**src/rtl/cpu_irq_pkg.sv**
```systemverilog
package cpu_irq_pkg;
  localparam int WORD_W    = 32;
  localparam int LVL_HI    = 15;
  localparam int SOFT_LO   = 17;
  localparam int SOFT_W    = WORD_W - SOFT_LO;
  localparam int L15_BIT   = 15;
  localparam int TIMER_BIT = 14;
  localparam int SHOWN_HI  = 13;
  localparam int SEL_W     = 2;

  localparam logic [WORD_W-1:0] SOFT_MASK = {{SOFT_W{1'b1}}, {SOFT_LO{1'b0}}};
  localparam logic [WORD_W-1:0] CLR_MASK  = SOFT_MASK | (32'd1 << L15_BIT);
  localparam logic [WORD_W-1:0] KEEP_MASK = CLR_MASK | (32'd1 << TIMER_BIT);

  localparam logic [SEL_W-1:0] SLOT_READ = 2'd0;
  localparam logic [SEL_W-1:0] SLOT_CLR  = 2'd1;
  localparam logic [SEL_W-1:0] SLOT_SET  = 2'd2;

  typedef struct packed {
    logic rdWord;
    logic clrBits;
    logic setBits;
  } bankStrobes_t;
endpackage

```
**src/rtl/cpu_irq_decode.sv**
```systemverilog
module cpu_irq_decode
  import cpu_irq_pkg::*;
(
  input  logic             clk,
  input  logic             rstN,
  input  logic             regValid,
  input  logic             regWrite,
  input  logic [SEL_W-1:0] regSel,
  output bankStrobes_t     strobes
);
  always_comb begin
    strobes.rdWord  = regValid && !regWrite && (regSel == SLOT_READ);
    strobes.clrBits = regValid &&  regWrite && (regSel == SLOT_CLR);
    strobes.setBits = regValid &&  regWrite && (regSel == SLOT_SET);
  end

  AST_ONE_STROBE: assert property (@(posedge clk) disable iff (!rstN)
    $onehot0({strobes.rdWord, strobes.clrBits, strobes.setBits}));
  AST_SLOT3_QUIET: assert property (@(posedge clk) disable iff (!rstN)
    (regSel == 2'd3) |-> !(strobes.clrBits || strobes.setBits || strobes.rdWord));
endmodule

```
**src/rtl/cpu_irq_pending.sv**
```systemverilog
module cpu_irq_pending
  import cpu_irq_pkg::*;
(
  input  logic               clk,
  input  logic               rstN,
  input  bankStrobes_t       strobes,
  input  logic [WORD_W-1:0]  regWdata,
  input  logic               timerIn,
  input  logic               lvl15In,
  input  logic [SHOWN_HI:1]  hardShown,
  output logic [WORD_W-1:0]  regRdata,
  output logic [SOFT_W-1:0]  softPend,
  output logic [1:0]         localPend
);
  logic [WORD_W-1:0] pendReg;
  logic [WORD_W-1:0] pendNext;
  logic [WORD_W-1:0] shownWord;
  logic              l15Prev;
  logic              l15Rise;
  logic              l15Fall;

  assign l15Rise = lvl15In && !l15Prev;
  assign l15Fall = !lvl15In && l15Prev;

  always_comb begin
    pendNext = pendReg;
    if (strobes.clrBits) pendNext = pendNext & ~(regWdata & CLR_MASK);
    if (strobes.setBits) pendNext = pendNext | (regWdata & SOFT_MASK);
    pendNext = pendNext & KEEP_MASK;
    pendNext[TIMER_BIT] = timerIn;
    if (l15Rise)      pendNext[L15_BIT] = 1'b1;
    else if (l15Fall) pendNext[L15_BIT] = 1'b0;
  end

  always_ff @(posedge clk) begin
    if (!rstN) begin
      pendReg <= '0;
      l15Prev <= 1'b0;
    end else begin
      pendReg <= pendNext;
      l15Prev <= lvl15In;
    end
  end

  assign shownWord = {{(WORD_W-SHOWN_HI-1){1'b0}}, hardShown, 1'b0};
  assign regRdata  = strobes.rdWord ? (pendReg | shownWord) : '0;
  assign softPend  = pendReg[WORD_W-1:SOFT_LO];
  assign localPend = {pendReg[L15_BIT], pendReg[TIMER_BIT]};

  AST_TIMER_TRACK: assert property (@(posedge clk) disable iff (!rstN)
    1'b1 |=> (localPend[0] == $past(timerIn)));
  AST_SET_KEEPS: assert property (@(posedge clk) disable iff (!rstN)
    strobes.setBits |=> ((softPend & $past(softPend)) == $past(softPend)));
  AST_IDLE_SOFT_STABLE: assert property (@(posedge clk) disable iff (!rstN)
    !(strobes.setBits || strobes.clrBits) |=> $stable(softPend));
  AST_RISE_WINS: assert property (@(posedge clk) disable iff (!rstN)
    l15Rise |=> localPend[1]);
endmodule

```
**src/rtl/cpu_irq_merge.sv**
```systemverilog
module cpu_irq_merge
  import cpu_irq_pkg::*;
(
  input  logic              clk,
  input  logic              rstN,
  input  logic [SOFT_W-1:0] softPend,
  input  logic [1:0]        localPend,
  input  logic              masterOff,
  input  logic [LVL_HI:1]   hardLevels,
  output logic [LVL_HI:1]   irlOut
);
  logic [LVL_HI:1] localLvls;
  logic [LVL_HI:1] irlNext;

  always_comb begin
    localLvls = '0;
    if (!masterOff) begin
      localLvls[L15_BIT]   = localPend[1];
      localLvls[TIMER_BIT] = localPend[0];
    end
    irlNext = hardLevels | softPend | localLvls;
  end

  always_ff @(posedge clk) begin
    if (!rstN) irlOut <= '0;
    else       irlOut <= irlNext;
  end

  AST_SOFT_REACHES: assert property (@(posedge clk) disable iff (!rstN)
    softPend[SOFT_W-1] |=> irlOut[LVL_HI]);
  AST_MASTER_GATE: assert property (@(posedge clk) disable iff (!rstN)
    (masterOff && !hardLevels[TIMER_BIT] && !softPend[TIMER_BIT-1]) |=> !irlOut[TIMER_BIT]);
endmodule

```
**src/rtl/cpu_irq_bank.sv**
```systemverilog
module cpu_irq_bank
  import cpu_irq_pkg::*;
(
  input  logic              clk,
  input  logic              rstN,
  input  logic              regValid,
  input  logic              regWrite,
  input  logic [1:0]        regSel,
  input  logic [31:0]       regWdata,
  output logic [31:0]       regRdata,
  input  logic              timerIn,
  input  logic              lvl15In,
  input  logic              masterOff,
  input  logic [15:1]       hardLevels,
  input  logic [13:1]       hardShown,
  output logic [15:1]       irlOut
);
  bankStrobes_t      strobes;
  logic [SOFT_W-1:0] softPend;
  logic [1:0]        localPend;

  cpu_irq_decode uDecode (
    .clk(clk), .rstN(rstN), .regValid(regValid), .regWrite(regWrite),
    .regSel(regSel), .strobes(strobes)
  );

  cpu_irq_pending uPending (
    .clk(clk), .rstN(rstN), .strobes(strobes), .regWdata(regWdata),
    .timerIn(timerIn), .lvl15In(lvl15In), .hardShown(hardShown),
    .regRdata(regRdata), .softPend(softPend), .localPend(localPend)
  );

  cpu_irq_merge uMerge (
    .clk(clk), .rstN(rstN), .softPend(softPend), .localPend(localPend),
    .masterOff(masterOff), .hardLevels(hardLevels), .irlOut(irlOut)
  );

  AST_RESET_QUIET: assert property (@(posedge clk)
    !rstN |=> (irlOut == '0));
endmodule

```
**config.mk**
```make
export PLATFORM = sky130hd
export DESIGN_NAME = cpu_irq_bank
export DESIGN_NICKNAME = d
export VERILOG_FILES = /design/src/rtl/cpu_irq_pkg.sv /design/src/rtl/cpu_irq_decode.sv /design/src/rtl/cpu_irq_pending.sv /design/src/rtl/cpu_irq_merge.sv /design/src/rtl/cpu_irq_bank.sv
export SDC_FILE = /design/constraint.sdc
export NUM_CORES = 1
export LEC_CHECK = 0
export BUFFER_PORTS_ARGS = -buffer_cell sky130_fd_sc_hd__buf_2
export CAP_MARGIN = 30
export CORE_ASPECT_RATIO = 2
export CORE_MARGIN = 2
export CORE_UTILIZATION = 35
export DETAILED_ROUTE_END_ITERATION = 8
export PLACE_DENSITY = 0.75
export SYNTH_ARGS = -nofsm -noshare
export SYNTH_HDL_FRONTEND = slang
export SYNTH_HIERARCHICAL = 1
export SYNTH_SLANG_ARGS = --single-unit
export TNS_END_PERCENT = 100
```
**constraint.sdc**
```tcl
create_clock -name clk -period 1.21 [get_ports clk]
set_clock_uncertainty 0.2 [all_clocks]
set_input_delay 0.121 -clock clk [delete_from_list [all_inputs] [get_ports clk]]
set_output_delay 0.121 -clock clk [all_outputs]
set_load 0.05 [all_outputs]
```
==> results by group <==
Run status
  • Status: finished with violations
  • Violated checks: setup timing

Drt
  • Drt wl/cell: 15.8 um
  • Final WL: roughly 5400 um
  • Post-route DRC: 0
  • Antenna Nets Post-Route: 0
  • Iter 0 DRT Violations: 17
  • TritonRoute pass-1 iters: 4
  • Via-per-instance ratio: 4.77
  • Vias: between 1500 and 2000

Clock tree
  • CTS Buffer Depth: 2
  • H-tree depth: 2
  • Clock sinks: 33
  • Clock-pin slew on the worst setup and hold paths: 0.06 ns
  • Num CTS Buffers: 5
  • Clk root buf: clkbuf_8
  • CTS tree: done
  • Clk_lat worst skew: 0.28 ns

Critical path
  • Largest stage delay, worst path: 0.29 ns
  • Crit path max-delay family: buffers and inverters
  • FF-to-FF setup slack: 0.16 ns
  • Worst path cell trace: buf_8, nor4b_4, buf_4, buf_6, and2_4, buf_8
  • Crit path DAT: approximately 1.1 ns
  • CP max FO: 6
  • Type of origin of the critical path: input port
  • Crit path max-delay cell type: nor4b_4
  • Worst EP required: 0.89 ns
  • Critical path class: input port to primary output
  • Worst Path Buf+Inv: 4
  • Crit end category: primary output
  • Most common cell on crit path: buf_8

Timing
  • Fmax: roughly 700 MHz
  • RSZ-0062 raised after global routing: true
  • Final setup viols: 30
  • Final setup margin: -0.235 ns
  • Fin. Hold Viols: 0
  • Final Hold Slack: approximately 0.017 ns
  • Final period util: 119%
  • Fin crit period: 1.45 ns
  • Final Max Slew Viols: 0

Finish
  • Layout cells sized above 1: between 50 and 60%
  • Fillcell total: roughly 270
  • Syn-to-layout area delta: 101%
  • Reg area: 661 um^2
  • N_diodes: 0
  • Non-filler cells, final: around 340
  • Nets: 358
  • Most common cell after layout, fill and taps aside: buf_2
  • Footprint of the multi-input gates: 842 um^2
  • Commonest cells after routing, fill and taps aside: 59 x buf_2, 34 x dlygate4sd3_1, 33 x dfxtp_1, 32 x buf_8, 30 x and2_4

Floorplan
  • Die Y: 96.2 um
  • Die width: 50.1 um
  • Initial core utilization: about 36%
  • Site Rows: 33
  • CORE AREA: 4090 um^2
  • # IOs: 116
  • Die ar.: 4820 um^2

GRT
  • Vias in the first global route: ~1700
  • Pin count of the biggest net entering global routing: 17
  • GRT Resource Usage Total: about 22%
  • Grt ovf: 0
  • First-pass GRT wire length: around 7900 um
  • Antenna violations before repair: 0

Power
  • Net Switching: 0.000708 W
  • Logic pwr share: 20.3%
  • Internal Power: between 0.002 and 0.0025 W
  • Sw Share: 25.4%
  • Pwr dens: 933 nW/um^2
  • Clk pwr share: 38.3%
  • Sequential share of power: 41.4%
  • LEAKAGE: 1.38 nW
  • Peak VDD IR: 920 uV

Hold path
  • Hold Path Class: input port to flop

Synth
  • Post-synthesis cell area: 1490 um^2
  • FF+latch count, synth: 33
  • Distinct cell type count after synthesis: 21
  • Mapped Cells: 145
  • Ys Warns: 6
  • Syn Area/Cell: 10.3 um^2
  • Seq/Total Area, Yosys: 44.4%

Placed design
  • Placer congestion estimate: between 0.7 and 0.8
  • Cells after DPL: 296
  • I/O Buffers: 97
  • Dpl hpwl: 2970 um

Flow run
  • Max_cap viols: 0
power groups by stage:
stage	Clock (W)	Combinational [W]	Sequential, W
floorplan	0	0.000161	0.00128
global placement	0	0.000419	0.00118
detailed placement	0	0.000425	0.00118
CTS	0.00109	0.000548	0.00115
global route	0.00113	0.000595	0.00116
finish	0.00107	0.000567	0.00115
layer usage:
layer	GRT usage [%]	vias to the layer above	wire length (um)
met5	0	-	0
met4	13.7	0	217
met3	3.88	17	234
met2	47.5	74	3310
met1	17.5	769	1650
li1	-	770	-
cells in the mapped netlist:
master	number	area share [%]
nand2b_1	1	0.42
conb_1	1	0.25
clkbuf_1	3	0.76
a21bo_1	9	6.1
clkbuf_2	1	0.34
and4b_1	2	1.3
a21bo_2	6	4.0
nor4b_2	1	1.0
nand2_1	16	4.0
nor2b_1	2	0.84
and3b_1	1	0.59
and2_1	32	13
a21boi_0	4	2.0
a21boi_2	10	7.6
dfxtp_1	33	44
o31a_2	2	1.3
a21boi_1	1	0.50
o21a_1	13	6.6
buf_6	3	2.3
buf_4	3	1.5
a41o_1	1	0.67
flip-flops by register name (all words and copies together), names as in the netlist:
name,count
uPending/l15Prev,1
uPending/pendReg,17
uMerge/irlOut,15
tightest hold or removal path, delay by kind of cell:
family          cells  cell delay (ns)
simple gates        1             0.16
compound gates      1             0.08
buf+inv             1             0.11
area by class of cell:
type,instances,share of cell area (%)
repair buffers,146,43.7
multi-input cells,103,28.2
flip-flops and latches,33,22.1
clock buffers,7,2.89
well taps,52,2.18
clock inverters,1,1.00
worst paths after layout:
| path | start | endpoint | cells past startpoint |
|---|---|---|---|
| setup / recovery | regSel[0] | regRdata[22] | 6 |
| hold reg to reg | uPending/pendReg[26]$_SDFF_PN0_ | uMerge/irlOut[10]$_SDFF_PN0_ | 1 |
| hold / removal | rstN | uPending/pendReg[15]$_SDFF_PN0_ | 3 |
| setup reg to reg | uPending/pendReg[15]$_SDFF_PN0_ | uMerge/irlOut[15]$_SDFF_PN0_ | 2 |
cells by family after synthesis:
logic type	count (synthesis)	synth area share, %
flip-flops	33	44.4
AO/OA/AOI/OAI	46	28.8
AND/OR/NAND/NOR	55	21.7
buffers and inverters	10	4.88
other	1	0.252
metrics by stage:
step | setup slack [ns] | setup TNS [ns] | util, % | area, um^2 | power [W]
after floorplan | 0.0301 | 0 | - | 1590 | 0.00144
after global placement | -0.284 | -9.74 | 52.6 | 2150 | 0.00159
final | -0.235 | -6.57 | 73.1 | 2990 | 0.00279
after detailed placement | -0.310 | -10.47 | 52.6 | 2150 | 0.00160
after global routing | -0.285 | -8.06 | 73.1 | 2990 | 0.00288
after CTS | -0.196 | -5.42 | 72.5 | 2960 | 0.00279
repair_timing:
action	CTS	global route
gates cloned	2	1
hold buffers	34	0
endpoints found under the setup margin	30	36
pin swaps	1	1
hold endpoints to repair	33	0
resized for setup	98	9
buffers inserted	2	0
No activity file was read; power rests on OpenSTA's default activity.
